`src/rtl/gpio_pkg.sv`:
```
package gpio_pkg;
    typedef enum logic [1:0] {
        BUS_IDLE   = 2'd0,
        BUS_SETUP  = 2'd1,
        BUS_ACCESS = 2'd2
    } bus_phase_e;

    // word indices (byte offset >> 2)
    localparam int unsigned W_DIR   = 'h100;
    localparam int unsigned W_SENSE = 'h101;
    localparam int unsigned W_BOTH  = 'h102;
    localparam int unsigned W_EVT   = 'h103;
    localparam int unsigned W_IE    = 'h104;
    localparam int unsigned W_RAW   = 'h105;
    localparam int unsigned W_MIS   = 'h106;
    localparam int unsigned W_CLR   = 'h107;
endpackage

```
`src/rtl/gpio_sync.sv`:
```
module gpio_sync #(
    parameter int W      = 8,
    parameter int STAGES = 2
) (
    input  logic         clk,
    input  logic         rst_n,
    input  logic [W-1:0] d,
    output logic [W-1:0] q
);
    logic [W-1:0] stg [STAGES];

    always_ff @(posedge clk or negedge rst_n) begin
        if (!rst_n) begin
            for (int s = 0; s < STAGES; s++) stg[s] <= '0;
        end else begin
            stg[0] <= d;
            for (int s = 1; s < STAGES; s++) stg[s] <= stg[s-1];
        end
    end

    assign q = stg[STAGES-1];
endmodule

```
`src/rtl/gpio_bus_fsm.sv`:
```
module gpio_bus_fsm
    import gpio_pkg::*;
(
    input  logic clk,
    input  logic rst_n,
    input  logic psel,
    input  logic penable,
    input  logic pwrite,
    output logic wr_en,
    output logic rd_en
);
    bus_phase_e state, state_nx;

    always_ff @(posedge clk or negedge rst_n) begin
        if (!rst_n) state <= BUS_IDLE;
        else        state <= state_nx;
    end

    always_comb begin
        state_nx = state;
        unique case (state)
            BUS_IDLE:   if (psel && !penable) state_nx = BUS_SETUP;
            BUS_SETUP:  if (psel && penable)  state_nx = BUS_ACCESS;
                        else if (!psel)       state_nx = BUS_IDLE;
            BUS_ACCESS: if (psel && !penable) state_nx = BUS_SETUP;
                        else                  state_nx = BUS_IDLE;
            default:    state_nx = BUS_IDLE;
        endcase
    end

    always_comb begin
        wr_en = (state == BUS_SETUP) && psel && penable && pwrite;
        rd_en = psel && !pwrite;
    end

    AST_SINGLE_WRITE: assert property (@(posedge clk) disable iff (!rst_n)
        wr_en |=> !wr_en);
endmodule

```
`src/rtl/gpio_irq_cell.sv`:
```
module gpio_irq_cell (
    input  logic clk,
    input  logic rst_n,
    input  logic smp,
    input  logic sense,
    input  logic both,
    input  logic evt,
    input  logic clr,
    output logic raw
);
    logic prev, latch, rise, fall, hit;

    always_ff @(posedge clk or negedge rst_n) begin
        if (!rst_n) prev <= 1'b0;
        else        prev <= smp;
    end

    always_comb begin
        rise = smp & ~prev;
        fall = ~smp & prev;
        hit  = both ? (rise | fall) : (evt ? rise : fall);
    end

    always_ff @(posedge clk or negedge rst_n) begin
        if (!rst_n)     latch <= 1'b0;
        else if (sense) latch <= 1'b0;
        else if (hit)   latch <= 1'b1;
        else if (clr)   latch <= 1'b0;
    end

    assign raw = sense ? (evt ? smp : ~smp) : latch;

    AST_EDGE_LATCH: assert property (@(posedge clk) disable iff (!rst_n)
        (!sense && hit) |=> latch);
    AST_CLEAR_EMPTIES: assert property (@(posedge clk) disable iff (!rst_n)
        (!sense && clr && !hit) |=> !latch);
    AST_LEVEL_UNLATCHED: assert property (@(posedge clk) disable iff (!rst_n)
        sense |=> !latch);
endmodule

```
`src/rtl/gpio_irq_port.sv`:
```
module gpio_irq_port
    import gpio_pkg::*;
#(
    parameter int NPIN = 8,
    parameter int AW   = 12,
    parameter int DW   = 32
) (
    input  logic          clk,
    input  logic          rst_n,
    input  logic          psel,
    input  logic          penable,
    input  logic          pwrite,
    input  logic [AW-1:0] paddr,
    input  logic [DW-1:0] pwdata,
    output logic [DW-1:0] prdata,
    input  logic [NPIN-1:0] pin_in,
    output logic [NPIN-1:0] pin_out,
    output logic [NPIN-1:0] pin_oe,
    output logic          irq
);
    localparam int WORD_W = AW - 2;

    logic            wr_en, rd_en, in_data;
    logic [WORD_W-1:0] word;
    logic [NPIN-1:0] mask, wval, smp, clr;
    logic [NPIN-1:0] dir, sense, both, evt, ie, dout, raw, mis, rd_val;
    logic            unused_bits;

    assign word    = paddr[AW-1:2];
    assign in_data = (paddr[AW-1:10] == '0);
    assign mask    = paddr[NPIN+1:2];
    assign wval    = pwdata[NPIN-1:0];
    assign unused_bits = ^{pwdata[DW-1:NPIN], paddr[1:0]};

    gpio_bus_fsm u_bus (
        .clk(clk), .rst_n(rst_n), .psel(psel), .penable(penable),
        .pwrite(pwrite), .wr_en(wr_en), .rd_en(rd_en)
    );

    gpio_sync #(.W(NPIN), .STAGES(2)) u_sync (
        .clk(clk), .rst_n(rst_n), .d(pin_in), .q(smp)
    );

    assign clr = (wr_en && word == WORD_W'(W_CLR)) ? wval : '0;

    for (genvar i = 0; i < NPIN; i++) begin : g_pin
        gpio_irq_cell u_cell (
            .clk(clk), .rst_n(rst_n), .smp(smp[i]), .sense(sense[i]),
            .both(both[i]), .evt(evt[i]), .clr(clr[i]), .raw(raw[i])
        );
    end

    always_ff @(posedge clk or negedge rst_n) begin
        if (!rst_n) begin
            dir <= '0; sense <= '0; both <= '0; evt <= '0; ie <= '0; dout <= '0;
        end else if (wr_en) begin
            if (in_data) begin
                dout <= (dout & ~(mask & dir)) | (wval & mask & dir);
            end else begin
                case (word)
                    WORD_W'(W_DIR):   dir   <= wval;
                    WORD_W'(W_SENSE): sense <= wval;
                    WORD_W'(W_BOTH):  both  <= wval;
                    WORD_W'(W_EVT):   evt   <= wval;
                    WORD_W'(W_IE):    ie    <= wval;
                    default: ;
                endcase
            end
        end
    end

    assign mis = raw & ie;

    always_comb begin
        rd_val = '0;
        if (rd_en) begin
            if (in_data) begin
                rd_val = mask & ((dir & dout) | (~dir & smp));
            end else begin
                case (word)
                    WORD_W'(W_DIR):   rd_val = dir;
                    WORD_W'(W_SENSE): rd_val = sense;
                    WORD_W'(W_BOTH):  rd_val = both;
                    WORD_W'(W_EVT):   rd_val = evt;
                    WORD_W'(W_IE):    rd_val = ie;
                    WORD_W'(W_RAW):   rd_val = raw;
                    WORD_W'(W_MIS):   rd_val = mis;
                    default:          rd_val = '0;
                endcase
            end
        end
    end

    assign prdata  = {{(DW-NPIN){1'b0}}, rd_val};
    assign pin_out = dout;
    assign pin_oe  = dir;
    assign irq     = |mis;

    AST_INPUT_PIN_HELD: assert property (@(posedge clk) disable iff (!rst_n)
        1'b1 |=> (((dout ^ $past(dout)) & ~$past(dir)) == '0));
    AST_IRQ_NEEDS_ENABLE: assert property (@(posedge clk) disable iff (!rst_n)
        irq |-> (ie != '0));
    AST_OE_FOLLOWS_DIR_WRITE: assert property (@(posedge clk) disable iff (!rst_n)
        (wr_en && word == WORD_W'(W_DIR)) |=> (pin_oe == $past(wval)));
endmodule

```
`config.mk`:
```
export PLATFORM = sky130hd
export DESIGN_NAME = gpio_irq_port
export DESIGN_NICKNAME = d
export VERILOG_FILES = /design/src/rtl/gpio_pkg.sv /design/src/rtl/gpio_sync.sv /design/src/rtl/gpio_bus_fsm.sv /design/src/rtl/gpio_irq_cell.sv /design/src/rtl/gpio_irq_port.sv
export SDC_FILE = /design/constraint.sdc
export NUM_CORES = 1
export LEC_CHECK = 0
export ABC_AREA = 0
export BUFFER_PORTS_ARGS = -buffer_cell sky130_fd_sc_hd__buf_2
export CAP_MARGIN = 20
export CORE_MARGIN = 1
export CORE_UTILIZATION = 59
export DETAILED_ROUTE_END_ITERATION = 12
export PLACE_DENSITY_LB_ADDON = 0.25
export RECOVER_POWER = 50
export SYNTH_ARGS = -nofsm -noshare
export SYNTH_HDL_FRONTEND = slang
export SYNTH_HIERARCHICAL = 1
export SYNTH_SLANG_ARGS = --single-unit
export TNS_END_PERCENT = 5
```
`constraint.sdc`:
```
create_clock -name clk -period 4.3 [get_ports clk]
set_clock_uncertainty 0.15 [all_clocks]
set_input_delay 0.86 -clock clk [delete_from_list [all_inputs] [get_ports clk]]
set_output_delay 0.86 -clock clk [all_outputs]
set_load 0.02 [all_outputs]
```
# Yosys cells after proc, flatten, opt, wreduce, memory -nomap -nowiden
# Index checks and enable logic that the tools add are counted.
totals:
  memories: 0
  latchBits: 0
  input_bits: 57
  romBits: 0
  ff_bits: 82
  wordCells: 182
  ramBits: 0
op_classes:
  n_mux: 65
  order_cmp: 0
  shifts: 0
  bitwise: 53
  n_reduce_logical: 27
  n_eq_ne: 12
  add_sub_neg: 0
  n_mul: 0
  n_div: 0
op_table:
  columns: ["operator", "n"]
  rows:
  - ["equality test 10 x 9 -> 1 bit, second input constant", 8]
  - ["bitwise AND 8 bit", 8]
  - ["two-way mux 1 bit", 57]
  - ["one-hot mux 8 bit (7 select lines)", 1]
  - ["two-way mux 8 bit", 3]
  - ["nonzero test 3 bit", 8]
  - ["inverter 1 bit", 17]
  - ["bitwise AND 1 bit", 16]
  - ["inverter 8 bit", 2]
  - ["OR 8 bit", 2]
  - ["AND reduction 3 bit", 5]
  - ["OR 1 bit", 8]
  - ["OR reduction 8 bit", 1]
  - ["logical AND 1 bit", 7]
  - ["two-way mux 2 bit", 3]
  - ["one-hot mux 2 bit (3 select lines)", 1]
  - ["zero test 2 bit", 2]
  - ["AND reduction 2 bit", 2]
  - ["!= test 3 x 2 -> 1 bit, second input constant", 1]
  - ["equality test 2 x 1 -> 1 bit, second input constant", 1]
  - ["equality test 2 bit, second input constant", 1]
  - ["zero test 1 bit", 2]
  - ["!= test 2 x 1 -> 1 bit, second input constant", 1]

# Depth between registers and ports, before layout
# Gate-level depths: netlist of the first run.
depth:
  ltp_word: 9
  depth_mapped: 7

# Hierarchy
# The synthesis of the first run kept the hierarchy.
modules_own_cells:
  columns: ["module", "n_inst", "area_each_um2", "cells_per_inst"]
  rows:
  - ["gpio_irq_port", 1, 2902.8, 261]
  - ["gpio_irq_cell", 8, 141.4, 13]
  - ["gpio_sync", 1, 460.4, 24]
  - ["gpio_bus_fsm", 1, 81.3, 7]

# Worst setup path after synthesis of the first run
# No wires, ideal clock.
synth_timing:
  path_type: "input-to-output"
  startpoint: "in paddr[3]"
  endpoint: "out prdata[4]"
  slack_ps: 1137
  t_arrival_ps: 2153
  required_ps: 3290
  stages: 5
  cell_sequence: "buf_2 > or3b_2 > a31oi_1 > a211oi_1 > o21ai_0"
synth_via:
  elab_chain_len: 4
  elab_cells_between_ends: 10
  classes_between: "eq/ne (7); mux (3)"
synth_rtl:
  columns: ["element", "line_no", "rtl"]
  rows:
  - ["from (decl)", "gpio_irq_port.sv:13", "input logic [AW-1:0] paddr,"]
  - ["equality test 10 x 9 -> 1 bit", "gpio_irq_port.sv:80", "case (word)"]
  - ["one-hot mux 8 bit (7 select lines) *", "gpio_irq_port.sv:80", null]
  - ["two-way mux 8 bit *", "gpio_irq_port.sv:77", "if (in_data) begin"]
  - ["two-way mux 8 bit *", "gpio_irq_port.sv:76", "if (rd_en) begin"]
  - ["to (decl)", "gpio_irq_port.sv:15", "output logic [DW-1:0] prdata,"]
# Every way passes the cells marked *; elsewhere a longest branch is shown, timed or not.

# Final worst setup path of the first run
layout_timing:
  startpoint: "in paddr[3]"
  endpoint: "out prdata[5]"
# The elaborated chain is that of the path after synthesis.

==> results of run 1 <==
[how the worst max path moves through the flow]
stage                            to  slack [ns]  depth (start not counted)
after global routing      prdata[5]        0.60                          6
after CTS                 prdata[5]        0.73                          6
final                     prdata[5]        0.70                          6
after floorplan           prdata[4]        1.14                          5
after global placement    prdata[5]        0.71                          6
after detailed placement  prdata[5]        0.73                          6
[critical path: stages]
cell,delay [ns]
buf_2,0.41
nor2b_1,0.53
a21oi_1,0.12
and3_1,0.19
o31ai_1,0.25
buf_2,0.22
[metal layers]
metal | global-route usage (%) | wire length [µm] | up-vias
met3 | 6.09 | 469 | 14
met4 | 7.66 | 131 | 0
met5 | 0 | 0 | -
met2 | 41.9 | 4800 | 108
met1 | 33.2 | 4270 | 1577
li1 | - | - | 1463
[report_power, final]
part           internal [mW]  switching, mW  leakage [nW]
clock                  0.221          0.313        0.0965
sequential             0.783         0.0106          1.05
combinational         0.0412         0.0872          1.30
total                   1.05          0.411          2.45
[cells in the final DEF (no fill, tap or decap), drive strengths merged, types with 3 or more instances in the layout]
cell     n
nand3   21
dfrtp   82
inv     23
nor2b    3
a211oi   6
nand4    3
clkinv   4
and4     3
clkbuf  11
nand3b   3
a21oi   12
mux2    79
and2    10
nand2   14
xnor2    8
mux2i    4
nand2b  10
o21ai   15
ha      16
nor2     7
a221oi   5
a22oi    4
buf     55
conb    24
and3     6
[final cells by class]
cell class                      count  share of cell area, %
Sequential cell                    82                   41.4
Timing Repair Buffer               57                   5.78
Tap cell                           99                   2.50
Inverter                           20                   1.51
Clock inverter                      7                   1.21
Clock buffer                        9                   2.50
Multi-Input combinational cell    274                   45.1
[logic make-up (layout without fill, tap and decap cells)]
group	after synthesis	count (layout)	synth area share, %
AO/OA/AOI/OAI	58	58	8.94
XOR/XNOR	8	8	1.53
adder cells (fa/ha/maj)	16	16	4.38
buffers and inverters	63	93	8.09
flip-flops	82	82	44.8
multiplexers	83	83	21.0
other	1	24	0.0820
AND/OR/NAND/NOR	85	85	11.2
==> results.md, run 1 <==
- Result of the run: finished, violations left
- Violations in the final reports: max-capacitance violations, max-slew violations
- Setup repair after global routing missed its margin: false
- Diodes inserted: 0
- Routability Congestion: 0.815
- Headroom to the max-slew limit: -24.5%
- Per-cell routed wire length: 17.6 µm
- Maximum clock insertion buffer count: 2
- Die span in y: 90.1 µm
- Final setup violation count: 0
- Area after detailed placement: 4780 µm²
- Startpoint Class: primary input
- Path category of the worst min-delay check: flop to flop
- Total Routing Usage GR: 25.4%
- Cells after synthesis: 396
- Primary flip-flop cell chosen by synthesis mapping: dfrtp_1
- Synth top area share: 44.8%
- GRT overflow: 0
- Post-CTS Setup Repair Bufs: 0
- Distinct cell type count after synthesis: 46
- Pwr Density: 294 nW/µm²
- R2R Path Start: u_bus/state[1]
- Final Critical Period: 3.60 ns
- Clock Pin Slew Worst Setup and Hold Paths: 0.08 ns
- Post-route DRC violation count: 0
- Hold buffer count at cts: 0
- Data required time of the critical path: 3.29 ns
- Number of DRC markers after the initial detailed-route iteration: 134
- Worst setup timing slack at the placement stage: 0.728 ns
- Die boundary width: 90.1 µm
- Clock tree from TritonCTS: built
- Cell at the root of the clock tree: clkbuf_8
- Initial antenna violation count: 0
- Area enclosed by the die boundary: 8110 µm²
- Worst hold path depth: 0
- Cells taking the most area after synthesis: dfrtp_1, mux2_2, buf_4, ha_1, mux2_4
- Synth Area per Inst: 11.6 µm²
- Sum of internal, switching and leakage power: 1.46 mW
- First-pass GRT wire length: 15.9 mm
- Setup slack, reg-to-reg: 2.04 ns
- Nature of the critical path endpoint: output pin
- Origin of the worst min-delay path: u_sync/stg[15]
- Upper clock frequency limit: 278 MHz
- Final Hold Violating Endpoints: 0
- Buffers added on ports: 55
- Seq/Total Area, Yosys: 44.8%
- Number of buffers added by the clock tree synthesis step: 9
- End-of-flow core utilization: 67.3%
- Nets: 517
- Most frequent cell after synthesis: dfrtp_1
- Worst Hold End: u_sync/q[7]
- Total iterations of the first detailed-routing run: 4
- Area added between synthesis and finish: 8.42%
- Worst Hold Margin: 0.207 ns
- Maximum number of pins on one net before global-route repair: 83
- Data arrival time of the worst path: 2.59 ns
- Number of flops mapped to enable cells by yosys: 0
- Area of the placeable core: 7370 µm²
- Depth of the worst register-to-register path: 6
- Reg2reg end: pin_oe[5]
- Placement row count: 31
- Total number of yosys warnings: 6
- Initial cell density of the core: 62.1%
- Multi-input logic area: 2240 µm²
- Startpoint of the worst setup timing path: paddr[3]
- Async S/R FF share, synth: 100%
- Total non-filler cell area in the finished layout: 4960 µm²
- Actual transition at the worst max-transition pin: 1.87 ns
- Number of violations of the max-capacitance limit: 1
- Final Cycle Share: 83.6%
- Highest fanout seen on the critical path: 22
- Synth area leader: dfrtp_1
- Count of pins over their slew limit: 37
- Count of placed standard cells in the final layout, fillers left out: 548
- Number of levels the H-tree was split into: 3
- Cell Count Post-Placement: 531
- Number of global-route vias before repair: 3,092
- Setup total negative slack: 0 ns
- Synth cell count leaders: dfrtp_1, mux2_2, buf_4
- Number of filler cells placed in the layout: 597
- Clock Latency Late Sink: 0.37 ns
- CTS sink count: 82
- Antenna viol nets, final: 0
- DRT Wirelength: 9.67 mm
- Post-synthesis instance area: 4580 µm²
- Ratio of routed vias to standard cells: 5.77
- Sequential cell area: 2050 µm²
- Post-cts repair resize count: 0
- Maximum ir drop on the vdd rail: 0.241 mV
- LEAKAGE: 2.45 nW
- Post-synthesis register bit count: 82
- Worst Setup Slack, final: 0.705 ns
- Total number of vias: 3,162
- Final HPWL DP: 6.59 mm
- Critical Setup Path Class: primary input to output pin
- Fraction of layout instances using a drive strength above 1: 36.3%
- Total I/O pin count: 106
Power figures use the tool's default switching activity.
==> run 2: changes to the inputs <==
- CORE_UTILIZATION: 59 -> 54
- clock period: 4.3 -> 3.4 ns (I/O delays scaled with it)
==> run 2 against run 1 <==
  * The flow still finishes with violations (max-capacitance violations, max-slew violations)
  * Critical endpoint unchanged
  * Design area increased by 2.3%
  * Critical path type unchanged
  * Final cell count is 2.6% higher
  * Die area rose by 9.0%
  * Register-to-register slack worse by 0.92 ns
  * First-iteration DRC count grew 48%
==> results.md, run 2 (synthesis gave the netlist of run 1 again) <==
- Area added between synthesis and finish: 11.0%
- Data required time of the critical path: 2.57 ns
- Actual transition at the worst max-transition pin: 1.61 ns
- Worst hold path depth: 0
- Critical Setup Path Class: primary input to output pin
- Origin of the worst min-delay path: u_sync/stg[10]
- Highest fanout seen on the critical path: 5
- Maximum ir drop on the vdd rail: 0.266 mV
- Final Critical Period: 3.06 ns
- Startpoint Class: primary input
- Number of violations of the max-capacitance limit: 1
- Hold buffer count at cts: 0
- Setup repair after global routing missed its margin: false
- Cell with the largest stage delay on the worst path: nor4_2
- Clock Latency Late Sink: 0.36 ns
- Total iterations of the first detailed-routing run: 4
- Headroom to the max-slew limit: -7.64%
- Commonest non-fill, non-tap cell in the layout: dfrtp_1
- Die boundary width: 94.1 µm
- Upper clock frequency limit: 327 MHz
- Count of placed standard cells in the final layout, fillers left out: 562
- CTS sink count: 82
- Post-CTS Setup Repair Bufs: 0
- LEAKAGE: 2.51 nW
- Number of levels the H-tree was split into: 3
- Critical path's most frequent cell: buf_2
- Family of cells with the greatest summed delay on the critical path: simple AND/OR/NAND/NOR gates
- Number of global-route vias before repair: 3,233
- Crit-path max cell delay: 0.38 ns
- Post-cts repair resize count: 0
- Ratio of routed vias to standard cells: 5.65
- Clock Pin Slew Worst Setup and Hold Paths: 0.09 ns
- Die span in y: 94.1 µm
- GRT overflow: 0
- Buffers added on ports: 55
- Reg2reg end: pin_oe[1]
- Cell at the root of the clock tree: clkbuf_8
- Worst Hold End: u_sync/q[2]
- Number of DRC markers after the initial detailed-route iteration: 198
- Worst Hold Margin: 0.205 ns
- Area of the placeable core: 8220 µm²
- First-pass GRT wire length: 16.2 mm
- Final setup violation count: 0
- Cell Count Post-Placement: 545
- Initial antenna violation count: 0
- Post-route DRC violation count: 0
- Violations in the final reports: max-capacitance violations, max-slew violations
- Final Cycle Share: 90.0%
- Clock tree from TritonCTS: built
- Data arrival time of the worst path: 2.23 ns
- Per-cell routed wire length: 17.2 µm
- Final Hold Violating Endpoints: 0
- Nets: 525
- Setup slack, reg-to-reg: 1.12 ns
- Routability Congestion: 0.837
- Count of pins over their slew limit: 28
- Number of buffers and inverters on the critical path: 2
- Path category of the worst min-delay check: flop to flop
- Area enclosed by the die boundary: 8850 µm²
- Nature of the critical path endpoint: output pin
- Highest-count cells in the layout ignoring fill and taps: dfrtp_1, mux2_2, buf_2, conb_1
- Initial cell density of the core: 55.7%
- Setup total negative slack: 0 ns
- DRT Wirelength: 9.65 mm
- Result of the run: finished, violations left
- Maximum clock insertion buffer count: 2
- Final HPWL DP: 6.71 mm
- Placement row count: 33
- Diodes inserted: 0
- R2R Path Start: u_bus/state[1]
- Fraction of layout instances using a drive strength above 1: 37.4%
- Number of buffers added by the clock tree synthesis step: 9
- Cell-by-cell trace of the critical path: buf_2 > nor4_2 > and3_1 > nand2_1 > o31ai_1 > buf_2
- Antenna viol nets, final: 0
- Total I/O pin count: 106
- Pwr Density: 378 nW/µm²
- Total Routing Usage GR: 24.8%
- Depth of the worst register-to-register path: 6
- Maximum number of pins on one net before global-route repair: 83
- Total number of vias: 3,176
run 2: cell types whose count changed in the layout (fill, tap and decap cells not counted), sizes merged:
cell    previous run  this run
buf               55        64
bufinv             0         1
clkbuf            11        10
inv               23        22
run 2: final cells by class:
cell class / instances / area, µm²
inverters: 20 / 75.1
flip-flops and latches: 82 / 2050
clock inverters: 7 / 86.3
well taps: 105 / 131
fillers: 695 / 3140
clock buffers: 9 / 124
multi-input cells: 274 / 2240
repair buffers: 65 / 369
run 2: through the flow:
step                setup slack [ns]  total power [mW]  instance area, µm²  utilization, %
floorplan                      0.597              1.14                4660               -
global placement               0.351              1.19                4840            58.9
detailed placement             0.312              1.19                4840            58.9
CTS                            0.304              1.94                5050            61.5
global route                   0.231              2.01                5080            61.8
finish                         0.340              1.92                5080            61.8
run 2: per-layer routing:
layer	vias to the layer above	routed length [µm]	part of all wire [%]	global-route usage, %
li1	1485	-	-	-
met1	1555	4220	44	32.1
met2	114	4540	47	38.9
met3	22	649	6.7	7.28
met4	0	244	2.5	9.87
met5	-	0	0	0
run 2: worst max path at each step:
stage,slack [ns],from,to,cells after the start
final,0.34,paddr[7],prdata[5],6
after global routing,0.23,paddr[7],prdata[5],6
after CTS,0.30,paddr[7],prdata[5],6
after detailed placement,0.31,paddr[7],prdata[5],6
after global placement,0.35,paddr[7],prdata[5],6
after floorplan,0.60,paddr[3],prdata[4],5
run 2: power by group:
group	internal, mW	total [mW]	switching [mW]
Sequential	0.991	1.00	0.0126
Clock	0.353	0.742	0.389
Combinational	0.0610	0.172	0.111
Total	1.40	1.92	0.512
==> run 3: changes to the inputs <==
--- a/config.mk
+++ b/config.mk
@@ -13,2 +13,3 @@
 export DETAILED_ROUTE_END_ITERATION = 12
+export HOLD_SLACK_MARGIN = 0.12
 export PLACE_DENSITY_LB_ADDON = 0.25
==> constraint.sdc (replaced) <==
create_clock -name clk -period 3.4 [get_ports clk]
set_clock_uncertainty 0.15 [all_clocks]
set_input_delay 0.51 -clock clk [delete_from_list [all_inputs] [get_ports clk]]
set_output_delay 0.51 -clock clk [all_outputs]
set_load 0.02 [all_outputs]
==> run 3 against run 2 <==
  * The run still ends with max-capacitance violations, max-slew violations left
  * Power is 5.7% higher
  * Routed wire length is 2.6% lower
  * Worst hold slack worse by 0.049 ns
  * Die area stayed put
  * First-iteration DRC count is 33% lower
  * Sequential cell count stayed put
  * Sequential share of layout area is 0.40 points lower
  * Critical path type unchanged
  * Largest power group unchanged
==> results.md, run 3 (synthesis gave the netlist of run 1 again) <==
- Clock Latency Late Sink: 0.36 ns
- Number of violations of the max-capacitance limit: 1
- Placement row count: 33
- Cell at the root of the clock tree: clkbuf_8
- Area added between synthesis and finish: 12.1%
- DRT Wirelength: 9.41 mm
- Family of cells with the greatest summed delay on the critical path: simple AND/OR/NAND/NOR gates
- Upper clock frequency limit: 338 MHz
- Actual transition at the worst max-transition pin: 2.12 ns
- Critical path's most frequent cell: buf_2
- Depth of the worst register-to-register path: 6
- Maximum ir drop on the vdd rail: 0.259 mV
- Total number of vias: 3,100
- Critical Setup Path Class: primary input to output pin
- Violations in the final reports: max-capacitance violations, max-slew violations
- GRT overflow: 0
- Area of the placeable core: 8220 µm²
- Path category of the worst min-delay check: primary input to flop
- Sum of internal, switching and leakage power: 2.03 mW
- Switching power summed over all nets: 0.487 mW
- LEAKAGE: 2.51 nW
- Final Cycle Share: 86.9%
- Logic gate share of total power: 8.5%
- Data arrival time of the worst path: 2.30 ns
- Setup repair after global routing missed its margin: false
- Number of buffers added by the clock tree synthesis step: 9
- Origin of the worst min-delay path: penable
- Cell-by-cell trace of the critical path: buf_2 > nor2b_1 > a21oi_1 > and3_1 > o31ai_1 > buf_2
- Highest-count cells in the layout ignoring fill and taps: dfrtp_1, mux2_2, buf_2, conb_1
- Nature of the critical path endpoint: output pin
- Clock Pin Slew Worst Setup and Hold Paths: 0.09 ns
- Relative contribution of the clock network to total power: 42.0%
- Number of levels the H-tree was split into: 3
- Area enclosed by the die boundary: 8850 µm²
- Final Critical Period: 2.96 ns
- Final setup violation count: 0
- Worst setup timing slack at the placement stage: 0.469 ns
- Global-route met3 utilization: 5.50%
- Routability Congestion: 0.820
- Die boundary width: 94.1 µm
- Startpoint Class: primary input
- Per-cell routed wire length: 16.7 µm
- Buffers added on ports: 55
- Final Hold Violating Endpoints: 0
- Result of the run: finished, violations left
- Clock tree from TritonCTS: built
- Diodes inserted: 0
- Area after detailed placement: 4780 µm²
- Data required time of the critical path: 2.74 ns
- First-pass GRT wire length: 15.3 mm
- Met1 Track Usage GR: 30.9%
- CTS sink count: 82
- Total non-filler cell area in the finished layout: 5130 µm²
- Post-route DRC violation count: 0
- Setup total negative slack: 0 ns
- Maximum clock insertion buffer count: 2
- Number of global-route vias before repair: 3,060
- Die span in y: 94.1 µm
- Layer with the highest usage after global routing: met2
- Number of DRC markers after the initial detailed-route iteration: 132
- Total I/O pin count: 106
- Total Routing Usage GR: 23.2%
- Maximum number of pins on one net before global-route repair: 83
- GRT met2 Usage: 37.3%
- Cell-internal power: 1.54 mW
- Commonest non-fill, non-tap cell in the layout: dfrtp_1
- Hold buffer count at cts: 8
- Initial antenna violation count: 0
- Worst Hold Margin: 0.156 ns
- Worst hold path depth: 2
- Post-CTS Setup Repair Bufs: 0
- Highest fanout seen on the critical path: 22
- Headroom to the max-slew limit: -41.3%
- Number of stages on the worst setup path: 6
- Number of filler cells placed in the layout: 666
- Pwr Density: 395 nW/µm²
- Total iterations of the first detailed-routing run: 4
- Setup slack, reg-to-reg: 1.14 ns
- Crit-path max cell delay: 0.53 ns
- Cell with the largest stage delay on the worst path: nor2b_1
- Antenna viol nets, final: 0
- Final HPWL DP: 6.40 mm
- Startpoint of the worst setup timing path: paddr[3]
- Reg2reg end: pin_oe[7]
- Worst Setup Slack, final: 0.445 ns
- Fraction of layout instances using a drive strength above 1: 35.4%
- Worst Hold End: u_bus/state[0]
- R2R Path Start: u_bus/state[1]
- Post-cts repair resize count: 0
- Number of buffers and inverters on the critical path: 2
- Count of pins over their slew limit: 38
- Switching share of total power: 24.0%
- Nets: 526
- Ratio of routed vias to standard cells: 5.52
- Initial cell density of the core: 55.7%
- Fraction of power consumed by sequential logic: 49.5%
==> run 3: layer usage <==
metal / share of wire, % / up-vias / wire [µm]
met5: 0 / - / 0
met4: 1.9 / 0 / 182
met3: 4.7 / 16 / 438
met2: 47 / 104 / 4440
met1: 46 / 1505 / 4340
li1: - / 1475 / -
==> run 3: metrics by stage <==
step / std cells / util, %
after floorplan: 419 / -
after global placement: 537 / 58.2
after detailed placement: 537 / 58.2
after CTS: 560 / 62.1
after global routing: 562 / 62.4
final: 562 / 62.4
==> run 3: worst max-delay path by stage <==
stage                                       end
after detailed placement              prdata[5]
final                                 prdata[5]
after global placement                prdata[5]
after CTS                             prdata[5]
after global routing      g_pin[6].u_cell/latch
after floorplan                       prdata[4]
==> run 3: power by group through the flow <==
stage	Sequential, mW	Clock, mW	Combinational, mW
2_1_floorplan	1.02	0	0.129
3_3_place_gp	1.02	0	0.158
3_5_place_dp	1.02	0	0.161
4_1_cts	1.00	0.877	0.169
5_1_grt	1.01	0.910	0.192
6_report	1.00	0.852	0.171
==> run 3: area by class of cell <==
type | count | area, µm² | share of cell area [%]
timing repair buffer | 66 | 392 | 7.64
sequential | 82 | 2050 | 40.0
inverter | 20 | 75.1 | 1.46
multi-input combinational | 274 | 2240 | 43.7
clock buffer | 9 | 124 | 2.42
clock inverter | 6 | 115 | 2.24
tap | 105 | 131 | 2.56
